### config.mk
export PLATFORM = sky130hd
export DESIGN_NAME = ec_host_mailbox
export DESIGN_NICKNAME = d
export VERILOG_FILES = /design/src/rtl/ec_mbox_pkg.sv /design/src/rtl/ec_mbox_dp.sv /design/src/rtl/ec_mbox_ctrl.sv /design/src/rtl/ec_host_mailbox.sv
export SDC_FILE = /design/constraint.sdc
export NUM_CORES = 1
export LEC_CHECK = 0
export BUFFER_PORTS_ARGS = -buffer_cell sky130_fd_sc_hd__buf_2
export CORE_ASPECT_RATIO = 1.75
export CORE_MARGIN = 1.5
export CORE_UTILIZATION = 50
export CTS_BUF_LIST = sky130_fd_sc_hd__clkbuf_4 sky130_fd_sc_hd__clkbuf_8
export CTS_CLUSTER_DIAMETER = 50
export DETAILED_ROUTE_END_ITERATION = 16
export PLACE_DENSITY = 0.85
export SLEW_MARGIN = 20
export SYNTH_ARGS = -nofsm -noshare
export SYNTH_HDL_FRONTEND = slang
export SYNTH_HIERARCHICAL = 1
export SYNTH_SLANG_ARGS = --single-unit
### constraint.sdc
create_clock -name clk -period 3.9 [get_ports clk]
set_clock_uncertainty 0.2 [all_clocks]
set_input_delay 0.78 -clock clk [delete_from_list [all_inputs] [get_ports clk]]
set_output_delay 0.78 -clock clk [all_outputs]
set_load 0.02 [all_outputs]
### src/rtl/ec_mbox_pkg.sv
package ec_mbox_pkg;
  localparam int BYTE_W = 8;

  localparam logic [BYTE_W-1:0] OP_READ      = 8'h80;
  localparam logic [BYTE_W-1:0] OP_WRITE     = 8'h81;
  localparam logic [BYTE_W-1:0] OP_BURST_ON  = 8'h82;
  localparam logic [BYTE_W-1:0] OP_BURST_OFF = 8'h83;
  localparam logic [BYTE_W-1:0] OP_QUERY     = 8'h84;
  localparam logic [BYTE_W-1:0] BURST_ACK    = 8'h90;
  localparam logic [BYTE_W-1:0] NO_EVENT     = 8'h00;

  localparam int ST_OUT_READY = 0;
  localparam int ST_IN_BUSY   = 1;
  localparam int ST_WAS_CMD   = 3;
  localparam int ST_BURST     = 4;

  typedef enum logic [1:0] {
    SEQ_IDLE,
    SEQ_RD_ADDR,
    SEQ_WR_ADDR,
    SEQ_WR_DATA
  } seqState_t;

  typedef struct packed {
    logic              consume;
    logic              loadOut;
    logic [BYTE_W-1:0] outVal;
    logic              burstSet;
    logic              burstClr;
  } ctrlStrobe_t;
endpackage

### src/rtl/ec_mbox_dp.sv
module ec_mbox_dp
  import ec_mbox_pkg::*;
#(
  parameter int HADDR_W  = 4,
  parameter int DATA_OFS = 0,
  parameter int CTRL_OFS = 4,
  parameter int INTC_OFS = 8
) (
  input  logic               clk,
  input  logic               rstN,
  input  logic [HADDR_W-1:0] hostAddr,
  input  logic               hostWrEn,
  input  logic               hostRdEn,
  input  logic [BYTE_W-1:0]  hostWrData,
  output logic [BYTE_W-1:0]  hostRdData,
  input  ctrlStrobe_t        strb,
  output logic               hostByteWr,
  output logic [BYTE_W-1:0]  inByte,
  output logic               inIsCmd,
  output logic [BYTE_W-1:0]  intCtrl
);
  localparam logic [HADDR_W-1:0] DataA = HADDR_W'(DATA_OFS);
  localparam logic [HADDR_W-1:0] CtrlA = HADDR_W'(CTRL_OFS);
  localparam logic [HADDR_W-1:0] IntcA = HADDR_W'(INTC_OFS);

  logic dataSel, ctrlSel, intcSel, dataRd;
  logic ibf, obf, burst, cmdQ;
  logic [BYTE_W-1:0] inQ, outQ, intcQ, statusByte;

  assign dataSel    = hostAddr == DataA;
  assign ctrlSel    = hostAddr == CtrlA;
  assign intcSel    = hostAddr == IntcA;
  assign hostByteWr = hostWrEn && (dataSel || ctrlSel);
  assign dataRd     = hostRdEn && dataSel;

  always_ff @(posedge clk) begin
    if (!rstN) begin
      inQ   <= '0;
      cmdQ  <= 1'b0;
      ibf   <= 1'b0;
      obf   <= 1'b0;
      burst <= 1'b0;
      outQ  <= '0;
      intcQ <= '0;
    end else begin
      if (hostByteWr) begin
        inQ  <= hostWrData;
        cmdQ <= ctrlSel;
      end
      if (hostWrEn && intcSel) intcQ <= hostWrData;
      if (hostByteWr)        ibf <= 1'b1;
      else if (strb.consume) ibf <= 1'b0;
      if (strb.loadOut) begin
        obf  <= 1'b1;
        outQ <= strb.outVal;
      end else if (dataRd) begin
        obf <= 1'b0;
      end
      if (strb.burstSet)      burst <= 1'b1;
      else if (strb.burstClr) burst <= 1'b0;
    end
  end

  always_comb begin
    statusByte               = '0;
    statusByte[ST_OUT_READY] = obf;
    statusByte[ST_IN_BUSY]   = ibf;
    statusByte[ST_WAS_CMD]   = cmdQ;
    statusByte[ST_BURST]     = burst;
    if (dataSel)      hostRdData = outQ;
    else if (ctrlSel) hostRdData = statusByte;
    else if (intcSel) hostRdData = intcQ;
    else              hostRdData = '0;
  end

  assign inByte  = inQ;
  assign inIsCmd = cmdQ;
  assign intCtrl = intcQ;

  // a port write raises input-busy
  p_ibf_set_r2: assert property (@(posedge clk) disable iff (!rstN)
    hostByteWr |=> ibf);
  // consumption drops input-busy unless a new byte lands
  p_ibf_clear_r2: assert property (@(posedge clk) disable iff (!rstN)
    (strb.consume && !hostByteWr) |=> !ibf);
  // a load makes the byte visible with output-ready
  p_obf_load_r3: assert property (@(posedge clk) disable iff (!rstN)
    strb.loadOut |=> (obf && outQ == $past(strb.outVal)));
  // host data read releases output-ready
  p_obf_clear_r5: assert property (@(posedge clk) disable iff (!rstN)
    (dataRd && !strb.loadOut) |=> !obf);
  // burst set and clear are never requested together
  p_burst_excl_r8: assert property (@(posedge clk) disable iff (!rstN)
    !(strb.burstSet && strb.burstClr));
endmodule

### src/rtl/ec_mbox_ctrl.sv
module ec_mbox_ctrl
  import ec_mbox_pkg::*;
#(
  parameter int CONSUME_LAT = 2,
  parameter int REG_AW      = 8
) (
  input  logic              clk,
  input  logic              rstN,
  input  logic              hostByteWr,
  input  logic [BYTE_W-1:0] inByte,
  input  logic              inIsCmd,
  input  logic [BYTE_W-1:0] regRdData,
  output ctrlStrobe_t       strb,
  output logic [REG_AW-1:0] regAddr,
  output logic              regWrEn,
  output logic [BYTE_W-1:0] regWrData,
  output logic              regRdEn
);
  localparam int LAT   = (CONSUME_LAT < 1) ? 1 : CONSUME_LAT;
  localparam int CNT_W = $clog2(LAT + 1);
  localparam logic [CNT_W-1:0] LatV = CNT_W'(LAT);

  logic [CNT_W-1:0]  latCnt;
  logic              consume;
  seqState_t         state, nextState;
  logic [REG_AW-1:0] addrQ;
  logic              addrLoad;

  assign consume = (latCnt == CNT_W'(1)) && !hostByteWr;

  always_ff @(posedge clk) begin
    if (!rstN)                 latCnt <= '0;
    else if (hostByteWr)       latCnt <= LatV;
    else if (latCnt != '0)     latCnt <= latCnt - CNT_W'(1);
  end

  always_comb begin
    strb          = '0;
    strb.consume  = consume;
    nextState     = state;
    addrLoad      = 1'b0;
    regWrEn       = 1'b0;
    regRdEn       = 1'b0;
    regAddr       = addrQ;
    regWrData     = inByte;
    if (consume) begin
      if (inIsCmd) begin
        nextState = SEQ_IDLE;
        case (inByte)
          OP_READ:      nextState = SEQ_RD_ADDR;
          OP_WRITE:     nextState = SEQ_WR_ADDR;
          OP_BURST_ON: begin
            strb.burstSet = 1'b1;
            strb.loadOut  = 1'b1;
            strb.outVal   = BURST_ACK;
          end
          OP_BURST_OFF: strb.burstClr = 1'b1;
          OP_QUERY: begin
            strb.loadOut = 1'b1;
            strb.outVal  = NO_EVENT;
          end
          default:      nextState = SEQ_IDLE;
        endcase
      end else begin
        case (state)
          SEQ_RD_ADDR: begin
            regRdEn      = 1'b1;
            regAddr      = REG_AW'(inByte);
            strb.loadOut = 1'b1;
            strb.outVal  = regRdData;
            nextState    = SEQ_IDLE;
          end
          SEQ_WR_ADDR: begin
            addrLoad  = 1'b1;
            nextState = SEQ_WR_DATA;
          end
          SEQ_WR_DATA: begin
            regWrEn   = 1'b1;
            nextState = SEQ_IDLE;
          end
          default:     nextState = SEQ_IDLE;
        endcase
      end
    end
  end

  always_ff @(posedge clk) begin
    if (!rstN) begin
      state <= SEQ_IDLE;
      addrQ <= '0;
    end else begin
      state <= nextState;
      if (addrLoad) addrQ <= REG_AW'(inByte);
    end
  end

  // the consume countdown never exceeds the configured latency
  p_lat_bound_r2: assert property (@(posedge clk) disable iff (!rstN)
    latCnt <= LatV);
  // at most one register access per cycle
  p_one_access_r4: assert property (@(posedge clk) disable iff (!rstN)
    $onehot0({regWrEn, regRdEn}));
  // a data byte seen while idle is dropped silently
  p_idle_drop_r6: assert property (@(posedge clk) disable iff (!rstN)
    (consume && !inIsCmd && state == SEQ_IDLE) |-> !(regWrEn || regRdEn || strb.loadOut));
  // a command byte never reaches the register space
  p_cmd_no_access_r10: assert property (@(posedge clk) disable iff (!rstN)
    (consume && inIsCmd) |-> !(regWrEn || regRdEn));
  // an unknown command leaves the sequencer idle
  p_unknown_idle_r7: assert property (@(posedge clk) disable iff (!rstN)
    (consume && inIsCmd && (inByte < OP_READ || inByte > OP_QUERY)) |=> state == SEQ_IDLE);
endmodule

### src/rtl/ec_host_mailbox.sv
module ec_host_mailbox
  import ec_mbox_pkg::*;
#(
  parameter int HADDR_W     = 4,
  parameter int DATA_OFS    = 0,
  parameter int CTRL_OFS    = 4,
  parameter int INTC_OFS    = 8,
  parameter int CONSUME_LAT = 2,
  parameter int REG_AW      = 8
) (
  input  logic               clk,
  input  logic               rstN,
  input  logic [HADDR_W-1:0] hostAddr,
  input  logic               hostWrEn,
  input  logic               hostRdEn,
  input  logic [7:0]         hostWrData,
  output logic [7:0]         hostRdData,
  output logic [REG_AW-1:0]  regAddr,
  output logic               regWrEn,
  output logic [7:0]         regWrData,
  output logic               regRdEn,
  input  logic [7:0]         regRdData,
  output logic [7:0]         intCtrl
);
  ctrlStrobe_t       strb;
  logic              hostByteWr;
  logic [BYTE_W-1:0] inByte;
  logic              inIsCmd;

  ec_mbox_dp #(
    .HADDR_W(HADDR_W), .DATA_OFS(DATA_OFS), .CTRL_OFS(CTRL_OFS), .INTC_OFS(INTC_OFS)
  ) u_dp (
    .clk(clk), .rstN(rstN), .hostAddr(hostAddr), .hostWrEn(hostWrEn),
    .hostRdEn(hostRdEn), .hostWrData(hostWrData), .hostRdData(hostRdData),
    .strb(strb), .hostByteWr(hostByteWr), .inByte(inByte), .inIsCmd(inIsCmd),
    .intCtrl(intCtrl)
  );

  ec_mbox_ctrl #(
    .CONSUME_LAT(CONSUME_LAT), .REG_AW(REG_AW)
  ) u_ctrl (
    .clk(clk), .rstN(rstN), .hostByteWr(hostByteWr), .inByte(inByte),
    .inIsCmd(inIsCmd), .regRdData(regRdData), .strb(strb), .regAddr(regAddr),
    .regWrEn(regWrEn), .regWrData(regWrData), .regRdEn(regRdEn)
  );
endmodule

==> run_results.csv <==
group,metric,value,unit
power_and_ir_drop,powerDensity,392,mW/mm^2
grt,grt_pass1_wl,8.05,mm
placement,preCtsSetupSlack,0.351,ns
clocking,cts_made_buffers,5,
power_and_ir_drop,vdd_drop_max,0.550,mV
placement,portBuffers,57,
die,dieHeight,86.4,um
grt,antenna_found_initial,0,
clocking,cts_root_buffer,"clkbuf_8",
die,dieArea,0.00438,mm^2
clocking,clk_pin_slew_worst_paths,0.08,ns
clocking,clock_sinks,40,
placement,dp_hpwl,3.49,mm
timing,setup_violations,0,
detailed_routing,drc,0,
worst_setup_path,reg2reg_slack,1.22,ns
timing,worst_slew_pin_slew,0.950,ns
worst_setup_path,max_stage_delay,0.38,ns
worst_setup_path,critPathLaunchType,"input port",
grt,grt_max_degree,41,
worst_setup_path,critPathMaxFanout,17,
worst_setup_path,ff2ff_path_depth,7,
synth,post_synth_instance_area,0.00199,mm^2
synth,synth.most_common_cell,"dfxtp_1",
synth,syn_nets,252,
clocking,clockBufferDepth,2,
detailed_routing,vias,1770,
worst_setup_path,required,2.92,ns
detailed_routing,vias_per_cell,5.50,
synth,ys_seq_elements,40,
worst_setup_path,crit_chain,"buf_2, or4b_4, inv_1, or3b_1, inv_1, nand3_1, inv_2, mux2_2, buf_2",
die,core,0.00383,mm^2
clocking,postCtsHoldBufs,0,
worst_setup_path,r2r-start,"u_ctrl/latCnt[0]$_SDFFE_PP0P_",
timing,setup_tns,0,ns
synth,synth-edff-count,0,
clocking,cts_resized,0,
die,ios,58,
min_path,min_path_type,"flip-flop to flip-flop",
timing,post-route-min-period,3.53,ns
synth,yosys.area.top_type,"dfxtp_1",
timing,max_slew_margin,36.5,%
detailed_routing,antenna_left,0,
status,status,"finished, final reports clean",
worst_setup_path,cp_top_family,"buffers and inverters",
detailed_routing,drt_pass1_iterations,4,
synth,synth_area_leaders,"dfxtp_1, mux2i_1, nand2_1",
synth,yosys_warnings,6,
final_layout,antenna-diode-count,0,
clocking,cts_tree,"done",
grt,grt_overflow,0,
final_layout,fill_cells,354,
die,die_w,50.7,um
flow_run,cap_violations,0,
worst_setup_path,reg2reg_to,"u_dp/outQ[6]$_SDFFE_PN0P_",
timing,rsz0062_at_grt,"no",
worst_setup_path,crit_type,"input port to primary output",
synth,synth_cell_types,42,
detailed_routing,wl_per_cell,14.9,um
synth,synth_top_area_share,40.3,%
die,start_util,51.9,%
placement,globalplace.congestion,0.918,
timing,layout_setup_ws,0.365,ns
synth,yosys_most_used_dff,"dfxtp_1",
timing,fmax,283,MHz
final_layout,syn_to_final_growth,20.3,%
die,fp-row-count,30,
clocking,clk-insertion-delay-late,0.29,ns
detailed_routing,drtIter0Drc,88,
synth,ys_seq_area_share,40.3,%
synth,synthArstFlopShare,0,%
min_path,holdPathEnd,"u_ctrl/addrQ[3]$_SDFFE_PN0P_",
grt,track_usage,24.1,%
timing,drv_slew,0,
worst_setup_path,cp.arrival,2.55,ns
worst_setup_path,cp_slowest_cell,"mux2_2",
power_and_ir_drop,leakage,1.07,nW
synth,ys_top_cells_by_count,"dfxtp_1, nand2_1, o21ai_0",
min_path,hp-start,"u_ctrl/addrQ[3]$_SDFFE_PN0P_",
grt,grt_pass1_vias,1764,
clocking,post_cts_buffers,0,
worst_setup_path,end_kind,"primary output",
synth,netlist_instances,228,
clocking,htreeDepth,2,
final_layout,nNetsFinal,297,
min_path,min_path_cells,2,
final_layout,drive_gt1_share,31.4,%
worst_setup_path,worst-path-buf-inv,5,
synth,avgSynthCellArea,8.71,um^2
timing,layout_worst_path_cycle_share,90.6,%
timing,hold_viol_final,0,
power_and_ir_drop,finalPower,0.937,mW
detailed_routing,wl,4.81,mm
-- worst register-to-register path: stages, from the launching register on --
cell     delay [ns]
dfxtp_1        0.37
or3b_1         0.38
buf_4          0.18
or4b_1         0.64
o31ai_2        0.28
buf_4          0.26
mux2i_1        0.23
nor2b_1        0.06
-- placed cells by master, fill, tap and decap left out, drive strengths merged, types with 2 or more instances in the layout --
cell,instances
and2,6
nor4b,2
buf,62
nand3,18
o21ai,22
mux2i,16
a21oi,13
a31oi,2
nand2,27
bufinv,3
nor2,9
o2bb2ai,2
clkbuf,5
nor4,2
or3b,2
inv,6
nor3,2
nor2b,9
a22o,4
mux2,8
dfxtp,40
or4b,2
-- stage by stage --
stage,util (%),area (um^2),hold WS (ns),instances
after floorplan,-,1990,0.211,228
after global placement,58.3,2230,0.221,314
after detailed placement,58.3,2230,0.266,314
after CTS,62.4,2390,0.278,322
after global routing,62.4,2390,0.302,322
final,62.4,2390,0.278,322
-- where the power goes --
part / switching (mW) / leakage (nW) / internal, mW
logic: 0.0307 / 0.669 / 0.0203
registers: 0.00533 / 0.323 / 0.412
clock network: 0.149 / 0.0784 / 0.320
total: 0.185 / 1.07 / 0.752
-- state kept, by name, summed over array words and instances, names as in the netlist --
register       count
u_dp/intCtrl       8
u_ctrl/addrQ       8
u_dp/ibf           1
u_ctrl/state       2
u_dp/burst         1
u_ctrl/latCnt      2
u_dp/inByte        8
u_dp/obf           1
u_dp/inIsCmd       1
u_dp/outQ          8
-- logic make-up (layout without fill, tap and decap cells) --
| logic type | Yosys count | count (layout) | synth area share (%) |
|---|---|---|---|
| buffers and inverters | 30 | 76 | 8.37 |
| flip-flops | 40 | 40 | 40.3 |
| AND/OR/NAND/NOR | 85 | 85 | 23.9 |
| XOR/XNOR | 1 | 1 | 0.441 |
| multiplexers | 24 | 24 | 12.6 |
| AO/OA/AOI/OAI | 48 | 48 | 14.4 |
-- how the worst max path moves through the flow --
| stage | startpoint | endpoint | cells past startpoint |
|---|---|---|---|
| after floorplan | hostWrEn | regAddr[5] | 9 |
| after global placement | hostWrEn | regAddr[7] | 9 |
| after detailed placement | hostWrEn | regAddr[7] | 9 |
| after CTS | hostWrEn | regAddr[7] | 9 |
| after global routing | hostWrEn | regAddr[7] | 9 |
| final | hostWrEn | regAddr[2] | 9 |
-- metal layers --
| layer | vias up | global-route usage, % | share of wire [%] |
|---|---|---|---|
| li1 | 879 | - | - |
| met1 | 824 | 25.8 | 38 |
| met2 | 54 | 42.8 | 54 |
| met3 | 13 | 5.34 | 4.7 |
| met4 | 0 | 13.0 | 3.0 |
| met5 | - | 0 | 0 |
-- cell type report --
cell class / count / area, um^2 / share of cell area, %
Timing Repair Buffer: 62 / 323 / 13.5
Inverter: 6 / 22.5 / 0.942
Sequential cell: 40 / 801 / 33.5
Tap cell: 48 / 60.1 / 2.51
Clock buffer: 5 / 68.8 / 2.88
Multi-Input combinational cell: 158 / 1020 / 42.9
Clock inverter: 3 / 90.1 / 3.77
(Power assumes the default switching activity.)
